File: config.mk
export PLATFORM = sky130hd
export DESIGN_NAME = ifetch_seq
export DESIGN_NICKNAME = d
export VERILOG_FILES = /design/src/rtl/ifetch_pkg.sv /design/src/rtl/ifetch_decide.sv /design/src/rtl/ifetch_ctrl.sv /design/src/rtl/ifetch_dpath.sv /design/src/rtl/ifetch_seq.sv
export SDC_FILE = /design/constraint.sdc
export NUM_CORES = 1
export LEC_CHECK = 0
export ABC_CLOCK_PERIOD_IN_PS = 3090
export BUFFER_PORTS_ARGS = -buffer_cell sky130_fd_sc_hd__buf_4
export CAP_MARGIN = 20
export CORE_UTILIZATION = 46
export CTS_CLUSTER_DIAMETER = 40
export DETAILED_ROUTE_END_ITERATION = 8
export PLACE_DENSITY = 0.72
export SYNTH_ARGS = -nofsm -noshare
export SYNTH_HDL_FRONTEND = slang
export SYNTH_SLANG_ARGS = --single-unit
File: constraint.sdc
create_clock -name clk -period 3.09 [get_ports clk]
set_input_delay 0.1545 -clock clk [delete_from_list [all_inputs] [get_ports clk]]
set_output_delay 0.1545 -clock clk [all_outputs]
set_load 0.02 [all_outputs]
File: src/rtl/ifetch_pkg.sv
`timescale 1ns/1ps
package ifetch_pkg;

  // Width of the byte-slot index carried from control to datapath (up to 8 slots)
  localparam int IDX_W = 3;

  typedef enum logic [3:0] {
    ST_IDLE,
    ST_ADDR,
    ST_WAIT,
    ST_READ,
    ST_LOAD,
    ST_DECIDE,
    ST_OPER,
    ST_EXEC,
    ST_INTR
  } seqState_e;

  typedef enum logic [2:0] {
    PH_IDLE  = 3'd0,
    PH_FETCH = 3'd1,
    PH_OPER  = 3'd2,
    PH_EXEC  = 3'd3,
    PH_INTR  = 3'd4
  } phase_e;

  typedef struct packed {
    logic illOp;
    logic oneByte;
    logic illMode;
    logic branch;
    logic regDirArith;
    logic jump;
    logic arith;
  } decFlags_t;

  typedef enum logic [1:0] {
    NX_FETCH,
    NX_EXEC,
    NX_OPER,
    NX_INTR
  } nextStep_e;

  typedef struct packed {
    nextStep_e step;
    logic      setErrOp;
    logic      setErrMode;
  } decision_t;

  // Strobes from control to datapath
  typedef struct packed {
    logic             mdrLoad;
    logic             irWrite;
    logic [IDX_W-1:0] irSlot;
    logic             gprLoad;
    logic             cntClear;
    logic             setErrOp;
    logic             setErrMode;
  } dpStrobes_t;

endpackage

File: src/rtl/ifetch_decide.sv
`timescale 1ns/1ps
module ifetch_decide
  import ifetch_pkg::*;
#(
  parameter int MAX_BYTES = 4
) (
  input  logic [IDX_W-1:0] byteIdx,
  input  decFlags_t        flags,
  output decision_t        dec
);

  localparam logic [IDX_W-1:0] LAST_IDX = IDX_W'(MAX_BYTES - 1);
  localparam logic [IDX_W-1:0] IDX_OPC  = IDX_W'(0);
  localparam logic [IDX_W-1:0] IDX_MODE = IDX_W'(1);
  localparam logic [IDX_W-1:0] IDX_EXT  = IDX_W'(2);

  always_comb begin
    dec.step       = NX_FETCH;
    dec.setErrOp   = 1'b0;
    dec.setErrMode = 1'b0;

    if (byteIdx == IDX_OPC) begin
      if (flags.illOp) begin
        dec.step     = NX_INTR;
        dec.setErrOp = 1'b1;
      end else if (flags.oneByte) begin
        dec.step = NX_EXEC;
      end
    end else if (byteIdx == IDX_MODE) begin
      if (flags.illMode) begin
        dec.step       = NX_INTR;
        dec.setErrMode = 1'b1;
      end else if (flags.branch) begin
        dec.step = NX_EXEC;
      end else if (flags.regDirArith) begin
        dec.step = NX_OPER;
      end
    end else if (byteIdx == IDX_EXT) begin
      if (flags.jump) begin
        dec.step = NX_EXEC;
      end else if (flags.arith) begin
        dec.step = NX_OPER;
      end
    end

    // No slot left: the instruction is complete, hand over to operand handling
    if (byteIdx >= LAST_IDX && dec.step == NX_FETCH) begin
      dec.step = NX_OPER;
    end
  end

endmodule

File: src/rtl/ifetch_ctrl.sv
`timescale 1ns/1ps
module ifetch_ctrl
  import ifetch_pkg::*;
(
  input  logic             clk,
  input  logic             rst,
  input  logic             startReq,
  input  logic             busBusy,
  input  logic             memDone,
  input  decision_t        dec,
  output logic [IDX_W-1:0] byteIdx,
  output logic             marLoad,
  output logic             pcIncr,
  output logic             memRd,
  output dpStrobes_t       dpStb,
  output phase_e           phase
);

  seqState_e state, stateNxt;
  logic [IDX_W-1:0] idxNxt;

  always_ff @(posedge clk) begin
    if (rst) begin
      state   <= ST_IDLE;
      byteIdx <= '0;
    end else begin
      state   <= stateNxt;
      byteIdx <= idxNxt;
    end
  end

  always_comb begin
    stateNxt = state;
    idxNxt   = byteIdx;
    unique case (state)
      ST_IDLE: begin
        idxNxt = '0;
        if (startReq) stateNxt = ST_ADDR;
      end
      ST_ADDR:  stateNxt = ST_WAIT;
      ST_WAIT:  if (!busBusy) stateNxt = ST_READ;
      ST_READ:  if (memDone) stateNxt = ST_LOAD;
      ST_LOAD:  stateNxt = ST_DECIDE;
      ST_DECIDE: begin
        unique case (dec.step)
          NX_FETCH: begin
            stateNxt = ST_ADDR;
            idxNxt   = byteIdx + IDX_W'(1);
          end
          NX_EXEC: stateNxt = ST_EXEC;
          NX_OPER: stateNxt = ST_OPER;
          NX_INTR: stateNxt = ST_INTR;
          default: stateNxt = ST_INTR;
        endcase
      end
      ST_OPER: stateNxt = ST_EXEC;
      ST_EXEC: stateNxt = ST_INTR;
      ST_INTR: begin
        stateNxt = ST_IDLE;
        idxNxt   = '0;
      end
      default: stateNxt = ST_IDLE;
    endcase
  end

  always_comb begin
    marLoad          = 1'b0;
    pcIncr           = 1'b0;
    memRd            = 1'b0;
    dpStb            = '0;
    dpStb.irSlot     = byteIdx;
    unique case (state)
      ST_IDLE: dpStb.cntClear = 1'b1;
      ST_ADDR: begin
        marLoad = 1'b1;
        pcIncr  = 1'b1;
      end
      ST_READ: begin
        memRd         = 1'b1;
        dpStb.mdrLoad = memDone;
      end
      ST_LOAD: begin
        dpStb.irWrite = 1'b1;
        dpStb.gprLoad = (byteIdx == IDX_W'(1));
      end
      ST_DECIDE: begin
        dpStb.setErrOp   = dec.setErrOp;
        dpStb.setErrMode = dec.setErrMode;
      end
      default: ;
    endcase
  end

  always_comb begin
    unique case (state)
      ST_IDLE:                                          phase = PH_IDLE;
      ST_ADDR, ST_WAIT, ST_READ, ST_LOAD, ST_DECIDE:    phase = PH_FETCH;
      ST_OPER:                                          phase = PH_OPER;
      ST_EXEC:                                          phase = PH_EXEC;
      ST_INTR:                                          phase = PH_INTR;
      default:                                          phase = PH_IDLE;
    endcase
  end

endmodule

File: src/rtl/ifetch_dpath.sv
`timescale 1ns/1ps
module ifetch_dpath
  import ifetch_pkg::*;
#(
  parameter int BYTE_W    = 8,
  parameter int MAX_BYTES = 4,
  parameter int GPR_W     = 3,
  localparam int CNT_W    = $clog2(MAX_BYTES + 1)
) (
  input  logic                        clk,
  input  logic                        rst,
  input  dpStrobes_t                  dpStb,
  input  logic [BYTE_W-1:0]           memData,
  output logic [MAX_BYTES-1:0]        irLoad,
  output logic                        gprAdrLoad,
  output logic [BYTE_W*MAX_BYTES-1:0] instrBytes,
  output logic [GPR_W-1:0]            gprAdr,
  output logic                        errOpcode,
  output logic                        errMode,
  output logic [CNT_W-1:0]            byteCount
);

  logic [BYTE_W-1:0] mdr;

  always_ff @(posedge clk) begin
    if (rst) mdr <= '0;
    else if (dpStb.mdrLoad) mdr <= memData;
  end

  // One register per instruction byte, each with its own decoded enable
  for (genvar s = 0; s < MAX_BYTES; s++) begin : g_slot
    logic [BYTE_W-1:0] irReg;
    assign irLoad[s] = dpStb.irWrite && (dpStb.irSlot == IDX_W'(s));
    always_ff @(posedge clk) begin
      if (rst) irReg <= '0;
      else if (irLoad[s]) irReg <= mdr;
    end
    assign instrBytes[s*BYTE_W +: BYTE_W] = irReg;
  end

  assign gprAdrLoad = dpStb.gprLoad;

  always_ff @(posedge clk) begin
    if (rst) gprAdr <= '0;
    else if (gprAdrLoad) gprAdr <= mdr[GPR_W-1:0];
  end

  always_ff @(posedge clk) begin
    if (rst) begin
      errOpcode <= 1'b0;
      errMode   <= 1'b0;
    end else begin
      if (dpStb.setErrOp)   errOpcode <= 1'b1;
      if (dpStb.setErrMode) errMode   <= 1'b1;
    end
  end

  always_ff @(posedge clk) begin
    if (rst || dpStb.cntClear) byteCount <= '0;
    else if (dpStb.irWrite) byteCount <= byteCount + CNT_W'(1);
  end

endmodule

File: src/rtl/ifetch_seq.sv
`timescale 1ns/1ps
module ifetch_seq
  import ifetch_pkg::*;
#(
  parameter int BYTE_W    = 8,
  parameter int MAX_BYTES = 4,
  parameter int GPR_W     = 3,
  localparam int CNT_W    = $clog2(MAX_BYTES + 1)
) (
  input  logic                        clk,
  input  logic                        rst,
  input  logic                        startReq,
  input  logic                        busBusy,
  input  logic                        memDone,
  input  logic [BYTE_W-1:0]           memData,
  input  logic                        decIllegalOp,
  input  logic                        decOneByte,
  input  logic                        decIllegalMode,
  input  logic                        decBranch,
  input  logic                        decRegDirArith,
  input  logic                        decJump,
  input  logic                        decArith,
  output logic                        marLoad,
  output logic                        pcIncr,
  output logic                        memRd,
  output logic [MAX_BYTES-1:0]        irLoad,
  output logic                        gprAdrLoad,
  output logic [BYTE_W*MAX_BYTES-1:0] instrBytes,
  output logic [GPR_W-1:0]            gprAdr,
  output logic                        errOpcode,
  output logic                        errMode,
  output logic [2:0]                  phase,
  output logic [CNT_W-1:0]            byteCount
);

  decFlags_t        flags;
  decision_t        dec;
  dpStrobes_t       dpStb;
  logic [IDX_W-1:0] byteIdx;
  phase_e           phaseEnum;

  assign flags = '{illOp:       decIllegalOp,
                   oneByte:     decOneByte,
                   illMode:     decIllegalMode,
                   branch:      decBranch,
                   regDirArith: decRegDirArith,
                   jump:        decJump,
                   arith:       decArith};

  ifetch_decide #(.MAX_BYTES(MAX_BYTES)) decide_i (
    .byteIdx (byteIdx),
    .flags   (flags),
    .dec     (dec)
  );

  ifetch_ctrl ctrl_i (
    .clk      (clk),
    .rst      (rst),
    .startReq (startReq),
    .busBusy  (busBusy),
    .memDone  (memDone),
    .dec      (dec),
    .byteIdx  (byteIdx),
    .marLoad  (marLoad),
    .pcIncr   (pcIncr),
    .memRd    (memRd),
    .dpStb    (dpStb),
    .phase    (phaseEnum)
  );

  ifetch_dpath #(
    .BYTE_W    (BYTE_W),
    .MAX_BYTES (MAX_BYTES),
    .GPR_W     (GPR_W)
  ) dpath_i (
    .clk        (clk),
    .rst        (rst),
    .dpStb      (dpStb),
    .memData    (memData),
    .irLoad     (irLoad),
    .gprAdrLoad (gprAdrLoad),
    .instrBytes (instrBytes),
    .gprAdr     (gprAdr),
    .errOpcode  (errOpcode),
    .errMode    (errMode),
    .byteCount  (byteCount)
  );

  assign phase = phaseEnum;

endmodule

Yosys cells after proc, flatten, opt, wreduce, memory -nomap -nowiden
Memories as Yosys holds them, arrays and structs flattened. A register that Yosys moved wholly into a read port is not among the register bits.
Index checks and enable logic that the tools add are counted.
- flip-flop bits (word level): 55
- memory bits (read-only): 48
- logic and storage cells: 79
- bits of input ports: 20
- memories kept: 1
- memories (memory ; depth ; width ; rd ports ; clocked after memory_dff ; wr ports ; line ; text):
    (name not given) ; 16 ; 3 ; 1 ; 1 ; 0 ; ifetch_ctrl.sv:95 ; unique case (state)
- add/subtract/negate cells: 2
- multiplexer cells: 32
- equal/unequal tests: 18
- magnitude comparators: 1
- reductions and logical operators: 14
- operator list (kind ; count):
    $pmux W4 S8 ; 1
    $mux W2 ; 11
    $mux W4 ; 5
    $eq A4 B3 Y1 const B ; 4
    $pmux W4 S4 ; 1
    $mux W1 ; 12
    $eq A4 B2 Y1 const B ; 2
    $ne A2 B2 Y1 const B ; 4
    $add A3 B1 Y3 const B ; 2
    $eq A3 B2 Y1 const B ; 2
    $pmux W3 S2 ; 1
    $logic_and A1 B1 Y1 ; 5
    $eq A2 B2 Y1 const B ; 2
    $eq A4 B1 Y1 const B ; 1
    $eq A4 B4 Y1 const B ; 1
    $logic_not A2 Y1 ; 2
    $logic_not A4 Y1 ; 1
    $eq A3 B1 Y1 const B ; 1
    $ge A3 B2 Y1 const B ; 1
    $logic_not A3 Y1 ; 1
    $mux W3 ; 1
    $reduce_and A3 Y1 ; 1
    $eq A2 B1 Y1 const B ; 1
    $reduce_and A2 Y1 ; 1
    3 further kinds ; 3

Logic depth before layout (Yosys ltp)
Gate-level depths: netlist of the first run.
- word-level depth: 13
- depth in mapped cells: 13
- gate-level depth less buffers: 12

Modules after synthesis
Synthesis of the first run repeated with hierarchy kept, for this count alone.
- cells, all modules: 269
- area total of the unflattened synthesis: 2681.3 µm²
- modules (own cells, without submodules) (module ; sequential area each (µm²) ; area an instance (µm²) ; cells each ; times used):
    ifetch_dpath ; 960.9 ; 1888.1 ; 175 ; 1
    ifetch_ctrl ; 200.2 ; 700.7 ; 78 ; 1
    ifetch_decide ; 0.0 ; 92.6 ; 16 ; 1

Worst setup path before layout of the first run
OpenSTA, ideal clock, no wires.
- path kind: register -> register
- start: register ctrl_i.byteIdx[1]
- end: register, netlist name ctrl_i.phase[0]
- data required time: 3.020 ns
- setup slack: 0.531 ns
- arrival time: 2.489 ns
- buffers on the path: 0
- setup time: 0.070 ns
- stages on the path, launching flop included: 13
- cells stage by stage: dfxtp_1 inv_1 ha_1 nor4b_1 nor4_1 o221a_2 inv_1 ha_1 inv_1 o21ai_0 a2111o_1 o211ai_1 o2bb2ai_1
- word-level cells in the longest chain between the ends: 12
- ends and longest elaborated chain (element ; line ; text):
    from (decl) ; ifetch_ctrl.sv:11 ; output logic [IDX_W-1:0] byteIdx,
    from (signal assigned) ; ifetch_ctrl.sv:28 ; byteIdx <= idxNxt;
    $eq A3 B2 Y1 ; ifetch_decide.sv:38 ; end else if (byteIdx == IDX_EXT) begin
    $mux W2 ; ifetch_decide.sv:38 ;
    $mux W2 ; ifetch_decide.sv:29 ; end else if (byteIdx == IDX_MODE) begin
    $mux W2 ; ifetch_decide.sv:22 ; if (byteIdx == IDX_OPC) begin
    $logic_not A2 Y1 ; ifetch_decide.sv:47 ; if (byteIdx >= LAST_IDX && dec.step == NX_FETCH) begin
    $logic_and A1 B1 Y1 ; ifetch_decide.sv:47 ;
    $mux W2 (*) ; ifetch_decide.sv:47 ;
    $eq A2 B2 Y1, or another cell as far along ; ifetch_ctrl.sv:45 ; unique case (dec.step)
    $pmux W4 S4 (*) ; ifetch_ctrl.sv:45 ;
    $pmux W4 S8 (*) ; ifetch_ctrl.sv:35 ; unique case (state)
    $mux W4 (no source line) (*) (2 in series) ; n/a ;
Mark *: on every way between the ends. The rest lies on a longest branch, timed or not.
A chain may end at the register's enable or synchronous reset.

Final worst setup path of the first run
- start: register ctrl_i.byteIdx[0]
- end: register, netlist name ctrl_i.phase[0]
- word-level cells in the longest chain between the ends: 12
- ends and longest elaborated chain (element ; line):
    $eq A3 B2 Y1 ; ifetch_decide.sv:38
    $mux W2 ; ifetch_decide.sv:38
    $mux W2 ; ifetch_decide.sv:29
    $mux W2 ; ifetch_decide.sv:22
    $logic_not A2 Y1 ; ifetch_decide.sv:47
    $logic_and A1 B1 Y1 ; ifetch_decide.sv:47
    $mux W2 (*) ; ifetch_decide.sv:47
    $eq A2 B2 Y1, or another cell as far along ; ifetch_ctrl.sv:45
    $pmux W4 S4 (*) ; ifetch_ctrl.sv:45
    $pmux W4 S8 (*) ; ifetch_ctrl.sv:35
    $mux W4 (no source line) (*) (2 in series) ; n/a
Marked as above.

==> results of run 1 <==
[per-layer routing]
layer	track usage [%]	vias to the layer above	wire length (microns)
met3	3.75	7	272
met1	28.1	1019	2670
li1	-	1127	-
met5	0	-	0
met2	32.6	64	2540
met4	8.44	0	85
[registers in the layout (all words and copies together), names as in the netlist]
| name | cells |
|---|---|
| dpath_i.mdr | 8 |
| dpath_i.g_slot.irReg | 30 |
| dpath_i.errOpcode | 1 |
| ctrl_i.state | 4 |
| ctrl_i.byteIdx | 3 |
| ctrl_i.phase | 3 |
| dpath_i.byteCount | 3 |
| dpath_i.errMode | 1 |
| dpath_i.gprAdr | 2 |
[power by group]
part	total (mW)	switching, mW	leakage, nW	internal (mW)
logic	0.106	0.0580	0.862	0.0480
registers	0.726	0.0121	0.443	0.714
clock network	0.507	0.240	0.0618	0.267
[worst paths after layout]
kind,to,slack (ns),cells after the start
hold / removal,dpath_i.mdr[2],0.09,3
hold reg to reg,dpath_i.g_slot[2].irReg[0],0.46,2
setup / recovery,ctrl_i.phase[0],0.34,13
setup reg to reg,ctrl_i.phase[0],0.34,13
[worst register-to-register path: stages, from the launching register on]
cell       delay (ns)
dfxtp_1          0.40
inv_1            0.11
ha_1             0.22
buf_4            0.17
and3b_1          0.17
o221ai_1         0.19
o221a_2          0.24
inv_1            0.05
ha_1             0.28
inv_1            0.05
o21ai_0          0.13
a2111o_1         0.47
o211ai_1         0.10
o2bb2ai_1        0.12
[final cells by class]
cell class | instances | area, sq um | area share (%)
multi-input cells | 208 | 1190 | 38.4
clock inverters | 2 | 38.8 | 1.25
repair buffers | 74 | 556 | 17.9
clock buffers | 6 | 82.6 | 2.66
flip-flops and latches | 55 | 1100 | 35.5
inverters | 12 | 45.0 | 1.45
well taps | 70 | 87.6 | 2.82
[cells by family (layout without fill, tap and decap cells)]
logic type	after synthesis	in the layout
AO/OA/AOI/OAI	61	61
XOR/XNOR	1	1
adder cells (fa/ha/maj)	8	8
buffers and inverters	34	94
flip-flops	55	55
multiplexers	10	10
AND/OR/NAND/NOR	128	128
[placed cells by master, fill, tap and decap left out, types with 2 or more instances in the layout]
| cell type | netlist | layout |
|---|---|---|
| nand2b_1 | 5 | 5 |
| nand3_1 | 34 | 34 |
| mux2i_1 | 10 | 10 |
| a21o_1 | 2 | 2 |
| o21bai_1 | 2 | 2 |
| clkbuf_8 | 0 | 6 |
| a211oi_1 | 3 | 3 |
| nor3_1 | 3 | 3 |
| o21ai_0 | 4 | 4 |
| ha_1 | 8 | 8 |
| nor3b_1 | 4 | 4 |
| nor2b_1 | 4 | 4 |
| inv_1 | 12 | 12 |
| a21oi_1 | 42 | 42 |
| buf_4 | 5 | 74 |
| dfxtp_1 | 55 | 55 |
| nand2_2 | 3 | 3 |
| nand2_1 | 39 | 39 |
| nor2_1 | 26 | 26 |
==> impl_metrics.yaml, run 1 <==
global_route:
  grt_antenna_before_repair: 0
  track_usage_pct: 20.7
  grt_overflow: 0
  grt_pass1_wl_microns: 8880
  grt_pass1_vias: 1933
  grt_max_degree: 52
critical_path:
  critPathBufInv: 4
  cp_cell_sequence: "inv_1, ha_1, buf_4, and3b_1, o221ai_1, o221a_2, inv_1, ha_1, inv_1, o21ai_0, a2111o_1, o211ai_1, o2bb2ai_1"
  r2r_start: "ctrl_i.byteIdx[0]"
  worst-path-max-fanout: 10
  crit_family: "compound AO/OA/AOI/OAI gates"
  cp-end-kind: "flop"
  cp_slowest_cell: "a2111o_1"
  worstPathRequired_ns: 3.34
  worst_ep_arrival_time_ns: 3.00
  crit_type: "reg2reg"
  crit_path_max_incr_delay_ns: 0.47
  start_kind: "flop"
  crit_top_cell: "inv_1"
  crit_start: "ctrl_i.byteIdx[0]"
power_and_ir_drop:
  ir_drop_mv: 0.262
  leakage_nw: 1.37
  power.density_nw_per_um2: 432
  finalPower_mw: 1.34
timing:
  fin_worst_skew_ns: 0.0124
  fin_hold_ws_ns: 0.0890
  tightest_slew_ns: 0.664
  finalCritPeriodShare_pct: 89.0
  setup_viol: 0
  report.final.slew_viol_count: 0
  hold_viol_final: 0
  rsz0062_at_grt: "false"
  max_slew_margin_pct: 54.6
  tns_ns: 0
  period_minus_slack_ns: 2.75
  postLayoutSetupSlackWorst_ns: 0.340
  clock.fmax_mhz: 364
route:
  finalWirelength_microns: 5560
  num_vias: 2217
  firstDrtPassIters: 4
  drtIter0Drc: 198
  wl_per_cell_microns: 13.0
  antenna_left: 0
  drt-vias-per-instance: 5.19
  drc: 0
cts:
  cts_hold_buf: 0
  cts_tree: "yes"
  clkTransAtPathRegs_ns: 0.10
  cts_buffers: 5
  post_cts_buffers: 0
  cts_root_buffer: "clkbuf_8"
  cts_resized: 0
  clock_sinks: 55
  worstSkewPairLatency_ns: 0.32
  htree_levels: 2
  clock_path_buffers: 2
yosys:
  ys_warn_count: 0
  yosys-top-cells-area: "dfxtp_1 (45%), a21oi_1 (8.5%), nand3_1 (6.9%)"
  syn_inst: 297
  synth_cell_type_count: 40
  synth_area_leader_cell: "dfxtp_1"
  synth_xor_area_share_pct: 0.355
  synthMuxAreaShare_pct: 4.05
  synth_simple_gate_area_share_pct: 25.3
  yosys.area.top_type_share_pct: 44.6
  synth_fa_ha_area_share_pct: 4.05
  synth_seq_cells: 55
  synthTopCellsByCount: "dfxtp_1 (55), a21oi_1 (42), nand2_1 (39)"
  syn_avg_cell_area_sq_um: 8.31
  async_reset_ff_share_pct: 0
  syn_nets: 325
  ys.flop_type: "dfxtp_1"
  seq_area_frac_synth_pct: 44.6
  synth_top_family_by_area: "simple AND/OR/NAND/NOR gates"
  synth.most_common_cell: "dfxtp_1"
  synth_edf_count: 0
  synth-compound-area-share_pct: 14.4
  post_synth_instance_area_sq_um: 2470
placement:
  pre_cts_ws_ns: 0.370
  gp_congestion: 0.872
  placedCellCount: 419
  placed_area_sq_um: 2980
  io_buffer_count: 70
  dpl.hpwl_microns: 4030
floorplanning:
  rows: 26
  die_x_microns: 75.3
  die_y_microns: 75.3
  core_area_sq_um: 5140
  num_io_pins: 71
  die_area_sq_um: 5660
  start_util_pct: 48.0
cells_and_area:
  drive_gt1_share_pct: 25.2
  fillers: 498
  stdcell_count: 427
  n_antenna_cell: 0
  final_cell_area_sq_um: 3100
  layout.nets: 384
  utilization_pct: 60.3
  area_delta_synth_final_pct: 25.6
run_status:
  status: "complete, no violations"
hold_path:
  min_from: "memData[2]"
  hold_class: "in2reg"
run:
  drv_cap: 0
Note: power is estimated with default switching activity, not from simulation.
==> run 2, diff against run 1 <==
Settings changed: CORE_ASPECT_RATIO set to 1.2, SKIP_LAST_GASP set to 1.
==> impl_metrics.yaml, run 2 (synthesis gave the netlist of run 1 again) <==
floorplanning:
  die_x_microns: 68.9
  num_io_pins: 71
  core_area_sq_um: 5040
  start_util_pct: 48.9
  die_area_sq_um: 5660
  rows: 28
  die_y_microns: 82.3
cts:
  clock_sinks: 55
  cts_root_buffer: "clkbuf_8"
  clkTransAtPathRegs_ns: 0.10
  htree_levels: 2
  worstSkewPairLatency_ns: 0.31
  post_cts_buffers: 0
  cts_buffers: 5
  cts_tree: "yes"
  clock_path_buffers: 2
cells_and_area:
  area_delta_synth_final_pct: 23.7
  final_cell_area_sq_um: 3050
  fillers: 482
  mostFrequentLayoutCells: "buf_4 (73), dfxtp_1 (55), a21oi_1 (42)"
  n_antenna_cell: 0
  drive_gt1_share_pct: 25.3
  largest_registers: "dpath_i.g_slot.irReg (30), dpath_i.mdr (8), ctrl_i.state (4)"
  layout.nets: 383
  layout_commonest_cell: "buf_4"
  largest_register_ffs: 30
  top_register: "dpath_i.g_slot.irReg"
route:
  num_vias: 2203
  drc: 0
  drt-vias-per-instance: 5.30
  wl_per_cell_microns: 13.6
  finalWirelength_microns: 5670
  firstDrtPassIters: 4
  antenna_left: 0
  drtIter0Drc: 158
critical_path:
  start_kind: "flop"
  worstPathRequired_ns: 3.34
  worst-path-max-fanout: 11
  cp_cell_sequence: "inv_1, ha_2, a211oi_1, nor4_1, o221a_2, inv_1, ha_1, inv_1, o21ai_0, a2111o_1, o211ai_1, o2bb2ai_1"
  cp_slowest_cell: "a2111o_1"
  crit_start: "ctrl_i.byteIdx[0]"
  crit_path_max_incr_delay_ns: 0.45
  crit_top_cell: "inv_1"
  worst_ep_arrival_time_ns: 3.04
  cp-end-kind: "flop"
  crit_family: "compound AO/OA/AOI/OAI gates"
  r2r_start: "ctrl_i.byteIdx[0]"
  crit_type: "reg2reg"
  critPathBufInv: 3
placement:
  pre_cts_ws_ns: 0.267
  io_buffer_count: 70
  gp_congestion: 0.804
  dpl.hpwl_microns: 4080
  placed_area_sq_um: 2960
global_route:
  grt_overflow: 0
  grt_antenna_before_repair: 0
  track_usage_pct: 20.9
  grt_pass1_vias: 1874
  grt_pass1_wl_microns: 8820
  grt_max_degree: 52
run_status:
  status: "complete, no violations"
power_and_ir_drop:
  ir_drop_mv: 0.232
  power.density_nw_per_um2: 407
  leakage_nw: 1.34
timing:
  clock.fmax_mhz: 358
  finalCritPeriodShare_pct: 90.3
  report.final.slew_viol_count: 0
  period_minus_slack_ns: 2.79
  fin_worst_skew_ns: 0.00692
  postLayoutSetupSlackWorst_ns: 0.300
  setup_viol: 0
  rsz0062_at_grt: "false"
  tightest_slew_ns: 0.730
  max_slew_margin_pct: 50.0
  hold_viol_final: 0
  tns_ns: 0
hold_path:
  hold_class: "in2reg"
  min_from: "memData[3]"
run:
  drv_cap: 0
==> run 2: what timing repair did <==
| action | in CTS | in global routing |
|---|---|---|
| setup endpoints to repair | 0 | 1 |
| hold buffers | 0 | 0 |
| resized for setup | 0 | 1 |
==> run 2: cell type report <==
type / count / area [sq um] / area share [%]
multi-input combinational: 208 / 1190 / 39.0
clock buffer: 5 / 68.8 / 2.25
clock inverter: 3 / 23.8 / 0.778
timing repair buffer: 73 / 548 / 17.9
inverter: 12 / 45.0 / 1.47
sequential: 55 / 1100 / 36.1
tap: 60 / 75.1 / 2.46
==> run 2: path summary, 6_finish.rpt <==
kind                            depth (start not counted)  slack [ns]                          to
worst min register to register                          2        0.46  dpath_i.g_slot[0].irReg[2]
worst min-delay path                                    3         0.1              dpath_i.mdr[3]
worst max register to register                         12        0.30             ctrl_i.phase[0]
worst max-delay path                                   12        0.30             ctrl_i.phase[0]
==> run 2: routing by layer <==
layer,part of all wire [%],up-vias,track usage (%)
li1,-,1130,-
met1,44,990,27.0
met2,49,77,34.8
met3,5.9,6,4.67
met4,0.78,0,5.10
met5,0,-,0
==> run 2: stage by stage <==
stage          utilization [%]  hold WS (ns)  total power, mW  instances
2_1_floorplan                -         0.235            0.809        297
3_3_place_gp              58.7         0.425            0.849        408
3_5_place_dp              58.7         0.428            0.849        408
4_1_cts                   60.5        0.0929             1.25        416
5_1_grt                   60.5        0.0970             1.30        416
6_report                  60.5        0.0987             1.24        416
==> run 2: power by group <==
part	switching (mW)	internal (mW)
sequential	0.0122	0.714
combinational	0.0588	0.0481
clock	0.246	0.163
total	0.317	0.925
==> run 2: worst register-to-register path: stages, from the launching register on <==
cell and delay, ns:
dfxtp_1 0.35, inv_1 0.12, ha_2 0.31, a211oi_1 0.12
nor4_1 0.38, o221a_2 0.30, inv_1 0.05, ha_1 0.28
inv_1 0.05, o21ai_0 0.11, a2111o_1 0.45, o211ai_1 0.10
o2bb2ai_1 0.12
